`config.mk`:
```
export PLATFORM = sky130hd
export DESIGN_NAME = intmsg_ctrl
export DESIGN_NICKNAME = d
export VERILOG_FILES = /design/src/rtl/intmsg_pkg.sv /design/src/rtl/intmsg_edge.sv /design/src/rtl/intmsg_stage.sv /design/src/rtl/intmsg_ctrl.sv
export SDC_FILE = /design/constraint.sdc
export NUM_CORES = 1
export LEC_CHECK = 0
export BUFFER_PORTS_ARGS = -buffer_cell sky130_fd_sc_hd__buf_2
export CORE_MARGIN = 2
export CORE_UTILIZATION = 25
export DETAILED_ROUTE_END_ITERATION = 16
export PLACE_DENSITY = 0.53
export SYNTH_ARGS = -nofsm -noshare
export SYNTH_HDL_FRONTEND = slang
export SYNTH_SLANG_ARGS = --single-unit
```
`constraint.sdc`:
```
create_clock -name clk -period 2.9 [get_ports clk]
set_input_delay 0.29 -clock clk [delete_from_list [all_inputs] [get_ports clk]]
set_output_delay 0.29 -clock clk [all_outputs]
set_load 0.01 [all_outputs]
```
`src/rtl/intmsg_pkg.sv`:
```
package intmsg_pkg;

    // Bit layout of the status register; the host decodes these positions.
    localparam int ST_CHG_FLAG = 7;
    localparam int ST_T2_FLAG  = 6;
    localparam int ST_T1_FLAG  = 5;
    localparam int ST_OC_FLAG  = 4;
    localparam int ST_T2_LIVE  = 2;
    localparam int ST_T1_LIVE  = 1;
    localparam int ST_OC_LIVE  = 0;

    typedef struct packed {
        logic chg_flag;
        logic t2_flag;
        logic t1_flag;
        logic oc_flag;
        logic spare;
        logic t2_live;
        logic t1_live;
        logic oc_any;
    } stat_t;

    // Group that owns a given line.
    function automatic int group_of(input int line, input int lines_per_group);
        return line / lines_per_group;
    endfunction

endpackage

```
`src/rtl/intmsg_edge.sv`:
```
module intmsg_edge #(
    parameter int W         = 8,
    parameter bit RISE_ONLY = 1'b1
) (
    input  logic         clk,
    input  logic         rst,
    input  logic         primed,
    input  logic [W-1:0] lvl,
    output logic [W-1:0] evt
);
    logic [W-1:0] prev_q;
    logic [W-1:0] raw;

    always_ff @(posedge clk) begin
        if (rst) prev_q <= '0;
        else     prev_q <= lvl;
    end

    generate
        if (RISE_ONLY) begin : g_rise
            assign raw = lvl & ~prev_q;
        end else begin : g_both
            assign raw = lvl ^ prev_q;
        end
    endgenerate

    // No events on the first cycle out of reset, before prev_q holds a real level.
    assign evt = primed ? raw : '0;
endmodule

```
`src/rtl/intmsg_stage.sv`:
```
module intmsg_stage #(
    parameter int W = 8
) (
    input  logic         clk,
    input  logic         rst,
    input  logic         clr,
    input  logic         eoi,
    input  logic         rd,
    input  logic [W-1:0] evt,
    input  logic [W-1:0] keep,
    output logic [W-1:0] vis,
    output logic [W-1:0] pipe
);
    logic frz;

    always_ff @(posedge clk) begin
        if (rst || clr)  frz <= 1'b0;
        else if (eoi)    frz <= 1'b0;
        else if (rd)     frz <= 1'b1;
    end

    always_ff @(posedge clk) begin
        if (rst || clr) begin
            vis  <= '0;
            pipe <= '0;
        end else if (eoi) begin
            vis  <= (pipe | evt) & keep;
            pipe <= '0;
        end else if (frz) begin
            vis  <= vis & keep;
            pipe <= (pipe | evt) & keep;
        end else begin
            vis  <= (vis | evt) & keep;
            pipe <= pipe & keep;
        end
    end

    assert_frozen_hold_R7: assert property (@(posedge clk) disable iff (rst)
        (frz && !eoi && !clr) |=> ((vis & ~$past(vis)) == '0));

    assert_pipe_only_frozen_R8: assert property (@(posedge clk) disable iff (rst)
        (!frz && !eoi) |=> ((pipe & ~$past(pipe)) == '0));

    assert_eoi_release_R9: assert property (@(posedge clk) disable iff (rst)
        (eoi && !clr && pipe == '0 && (evt & keep) == '0) |=> (vis == '0 && !frz));

    assert_mask_clears_R11: assert property (@(posedge clk) disable iff (rst)
        (keep != '1) |=> (((vis | pipe) & ~$past(keep)) == '0));
endmodule

```
`src/rtl/intmsg_ctrl.sv`:
```
module intmsg_ctrl
    import intmsg_pkg::*;
#(
    parameter int NUM_LINES  = 8,
    parameter int NUM_GROUPS = 2
) (
    input  logic                  clk,
    input  logic                  rst,
    input  logic [NUM_GROUPS-1:0] grp_out,
    input  logic [NUM_LINES-1:0]  line_lvl,
    input  logic [NUM_LINES-1:0]  oc_live,
    input  logic                  temp1_hot,
    input  logic                  temp2_hot,
    input  logic [NUM_LINES-1:0]  chg_en,
    input  logic [NUM_LINES-1:0]  oc_en,
    input  logic                  rd_chg,
    input  logic                  rd_oc,
    input  logic                  rd_stat,
    input  logic                  eoi,
    output logic [NUM_LINES-1:0]  chg_msg,
    output logic [NUM_LINES-1:0]  oc_msg,
    output logic [7:0]            status,
    output logic                  int_n
);
    localparam int LPG = NUM_LINES / NUM_GROUPS;

    logic                  primed;
    logic [NUM_GROUPS-1:0] mode_prev;
    logic                  mode_chg;
    logic [NUM_LINES-1:0]  out_mask;
    logic [NUM_LINES-1:0]  chg_keep, oc_keep;
    logic [NUM_LINES-1:0]  chg_evt, oc_evt;
    logic [1:0]            temp_evt;
    logic [NUM_LINES-1:0]  chg_pipe, oc_pipe;
    logic [1:0]            temp_vis, temp_pipe;
    stat_t                 st;

    always_ff @(posedge clk) begin
        if (rst) begin
            primed    <= 1'b0;
            mode_prev <= '0;
        end else begin
            primed    <= 1'b1;
            mode_prev <= grp_out;
        end
    end

    assign mode_chg = primed && (grp_out != mode_prev);

    generate
        for (genvar i = 0; i < NUM_LINES; i++) begin : g_mask
            assign out_mask[i] = grp_out[group_of(i, LPG)];
        end
    endgenerate

    assign chg_keep = chg_en & ~out_mask;
    assign oc_keep  = oc_en & out_mask;

    intmsg_edge #(.W(NUM_LINES), .RISE_ONLY(1'b0)) u_chg_edge (
        .clk(clk), .rst(rst), .primed(primed), .lvl(line_lvl), .evt(chg_evt));

    intmsg_edge #(.W(NUM_LINES), .RISE_ONLY(1'b1)) u_oc_edge (
        .clk(clk), .rst(rst), .primed(primed), .lvl(oc_live), .evt(oc_evt));

    intmsg_edge #(.W(2), .RISE_ONLY(1'b1)) u_temp_edge (
        .clk(clk), .rst(rst), .primed(primed), .lvl({temp2_hot, temp1_hot}), .evt(temp_evt));

    intmsg_stage #(.W(NUM_LINES)) u_chg_stage (
        .clk(clk), .rst(rst), .clr(mode_chg), .eoi(eoi), .rd(rd_chg),
        .evt(chg_evt), .keep(chg_keep), .vis(chg_msg), .pipe(chg_pipe));

    intmsg_stage #(.W(NUM_LINES)) u_oc_stage (
        .clk(clk), .rst(rst), .clr(mode_chg), .eoi(eoi), .rd(rd_oc),
        .evt(oc_evt), .keep(oc_keep), .vis(oc_msg), .pipe(oc_pipe));

    intmsg_stage #(.W(2)) u_temp_stage (
        .clk(clk), .rst(rst), .clr(mode_chg), .eoi(eoi), .rd(rd_stat),
        .evt(temp_evt), .keep(2'b11), .vis(temp_vis), .pipe(temp_pipe));

    always_comb begin
        st          = '0;
        st.chg_flag = |chg_msg;
        st.t2_flag  = temp_vis[1];
        st.t1_flag  = temp_vis[0];
        st.oc_flag  = |oc_msg;
        st.spare    = 1'b0;
        st.t2_live  = temp2_hot;
        st.t1_live  = temp1_hot;
        st.oc_any   = |(oc_live & out_mask);
    end

    assign status = st;
    assign int_n  = ~(|{chg_msg, oc_msg, temp_vis, chg_pipe, oc_pipe, temp_pipe});

    assert_mode_clear_R12: assert property (@(posedge clk) disable iff (rst)
        mode_chg |=> (chg_msg == '0 && oc_msg == '0 && int_n));

    assert_opposite_zero_R13: assert property (@(posedge clk) disable iff (rst)
        (grp_out == mode_prev) |=>
            ((chg_msg & $past(out_mask)) == '0 && (oc_msg & ~$past(out_mask)) == '0));
endmodule

```
==> flow_metrics.tcl <==
set metrics [dict create \
    synthFlopType "dfxtp_1" \
    power_leakage_uw 0.00130 \
    yosys_warnings 0 \
    syn_nets 321 \
    worstRegToRegCells 4 \
    path_clk_slew_ns 0.07 \
    startpoint_type "flop" \
    gp_congestion 0.733 \
    synth_seq_cells 60 \
    fin_nets 380 \
    die_y_um 104 \
    rrSetupSlack_ns 1.24 \
    drt_iter0_markers 87 \
    slew_violations 0 \
    hold_class "in2reg" \
    ctsResizeCount 0 \
    port_buffers 65 \
    run_status "finished clean" \
    setup_viol 0 \
    rsz0062_at_grt "false" \
    startpoint "u_oc_stage.vis[2]$_SDFF_PP0_" \
    r2r_start "primed$_DFF_P_" \
    start_util 0.257 \
    cts_tree "yes" \
    drv_cap 0 \
    antenna_found_initial 0 \
    drc_errors 0 \
    final_cell_mix "buf_2, dfxtp_1, a21oi_1" \
    path_class "reg2out" \
    h-tree-depth 3 \
    hold_violations 0 \
    cts_hold_buf 0 \
    async_flop_share 0 \
    cp-endpoint "int_n" \
    cp.required_ns 2.61 \
    synth_top_family_by_area "simple AND/OR/NAND/NOR gates" \
    finalClockSkew_ns 0.00983 \
    clockBufferDepth 2 \
    synthDominantCellAreaShare 0.479 \
    grt_use_total 0.130 \
    grt_pass1_vias 2077 \
    fin_crit_sh 0.711 \
    dr_total_vias 2154 \
    clk_latency_ns 0.34 \
    syn_to_final_growth_pct 24.2 \
    numCtsBuffers 9 \
    ys_types 29 \
    synth_edf_count 0 \
    synth_compound_area_frac 0.103 \
    drive_above_1_share 0.274 \
    worstPathArrival_ns 1.77 \
    pin_count 67 \
    fin_tns_setup_ns 0 \
    netlist_area_um2 2510 \
    root_buffer "clkbuf_8" \
    worstMarginPinSlew_ns 0.743 \
    wl_per_cell_um 14.4 \
    dr.pass1.iters 4 \
    post_cts_buffers 0 \
    grt_max_degree 37 \
    grt_pass1_wl_um 11000 \
    yosys.area.top_type "dfxtp_1" \
    syn_area_per_cell_um2 9.00 \
    timing.slew.headroom 0.503 \
    muxShareOfSynthArea 0 \
    synth-simple-area-share 0.330 \
    die_area_um2 10900 \
    postRouteAntennaNets 0 \
    antennaDiodeCount 0 \
    drt_wl_total_um 6850 \
    power.density_nw_per_um2 592 \
    fp.coreArea_um2 9770 \
    synth_xor_area_frac 0.0349 \
    hpwl_um 5010 \
    gr-total-overflow 0 \
    fp-row-count 36 \
    r2r-end "u_chg_stage.vis[0]$_SDFF_PP0_" \
    end_kind "output port" \
    synth.area.top_cells "dfxtp_1, nor2b_1, a21oi_1" \
    final_common_cell "buf_2" \
    die_x_um 104 \
    syn_inst 279 \
    ir_worst_vdd_uv 238 \
    max_freq_mhz 485 \
    cp_max_fo 3 \
    avgViaCountPerCell 4.53 \
    power_uw 1840 \
    period_minus_slack_ns 2.06 \
    clock-sinks 60 \
    synthAdderAreaFrac 0 \
    ys_seq_area_frac 0.479 \
]
[metal layers]
layer	routed length, um	share of wire	vias to the layer above	global-route usage
li1	-	-	1087	-
met1	3330	0.49	991	0.174
met5	0	0	-	0
met2	3110	0.45	70	0.202
met3	369	0.054	6	0.0451
met4	43	0.0063	0	0.0280
[state kept, by name, indices dropped and copies added (netlist names)]
register	flops
u_oc_edge.prev_q	8
u_temp_stage.pipe	2
u_temp_edge.prev_q	2
u_chg_stage.frz	1
u_oc_stage.frz	1
u_oc_stage.pipe	8
primed	1
u_chg_stage.vis	8
u_temp_stage.vis	2
u_temp_stage.frz	1
u_chg_stage.pipe	8
mode_prev	2
u_chg_edge.prev_q	8
u_oc_stage.vis	8
[final cells by class]
cell class,count,area (um2)
Clock buffer,12,155
Clock inverter,4,47.5
Fill cell,1081,6660
Inverter,8,30.0
Multi-Input combinational cell,192,1180
Sequential cell,60,1200
Tap cell,133,166
Timing Repair Buffer,67,340
[stage by stage]
step | setup slack, ns | area (um2) | hold WS (ns) | std cells | util
floorplan | 1.40 | 2510 | 0.378 | 279 | -
global placement | 1.20 | 2920 | 0.488 | 460 | 0.298
detailed placement | 1.14 | 2920 | 0.484 | 460 | 0.298
CTS | 0.849 | 3120 | 0.156 | 476 | 0.319
global route | 0.760 | 3120 | 0.163 | 476 | 0.319
finish | 0.837 | 3120 | 0.165 | 476 | 0.319
[logic make-up (layout without fill, tap and decap cells)]
logic type | Yosys count | in the layout
AO/OA/AOI/OAI | 42 | 42
XOR/XNOR | 10 | 10
buffers and inverters | 27 | 91
flip-flops | 60 | 60
other | 1 | 1
AND/OR/NAND/NOR | 139 | 139
[critical path, stage by stage (launching register included)]
cell and delay (ns):
dfxtp_1 0.33, nor4_1 0.41, nand2_1 0.20, nor4_1 0.32
buf_2 0.18
[synthesized netlist by cell type, drive strengths merged (9+ instances only)]
cell type / instances
nor3b: 9
a21oi: 25
nor2: 17
dfxtp: 60
nor3: 24
nand2b: 16
xor2: 10
nand2: 16
a211oi: 12
buf: 12
nor2b: 21
nor4: 25
[power breakdown]
group | switching (uW) | internal (uW) | total [uW]
sequential | 15.2 | 848 | 863
combinational | 126 | 84.6 | 211
clock | 329 | 441 | 771
total | 471 | 1370 | 1840
[worst min-delay path by stage]
stage	start	to	slack, ns	depth (start not counted)
2_1_floorplan	rst	primed$_DFF_P_	0.38	1
3_3_place_gp	u_temp_stage.pipe[0]$_SDFFE_PP0P_	u_temp_stage.pipe[0]$_SDFFE_PP0P_	0.49	2
3_5_place_dp	u_chg_stage.frz$_SDFFE_PP0P_	u_chg_stage.frz$_SDFFE_PP0P_	0.48	2
4_1_cts	rd_oc	u_oc_stage.frz$_SDFFE_PP0P_	0.16	3
5_1_grt	rd_chg	u_chg_stage.frz$_SDFFE_PP0P_	0.16	3
6_report	rd_stat	u_temp_stage.frz$_SDFFE_PP0P_	0.16	3
Note: power is estimated with default switching activity, not from simulation.
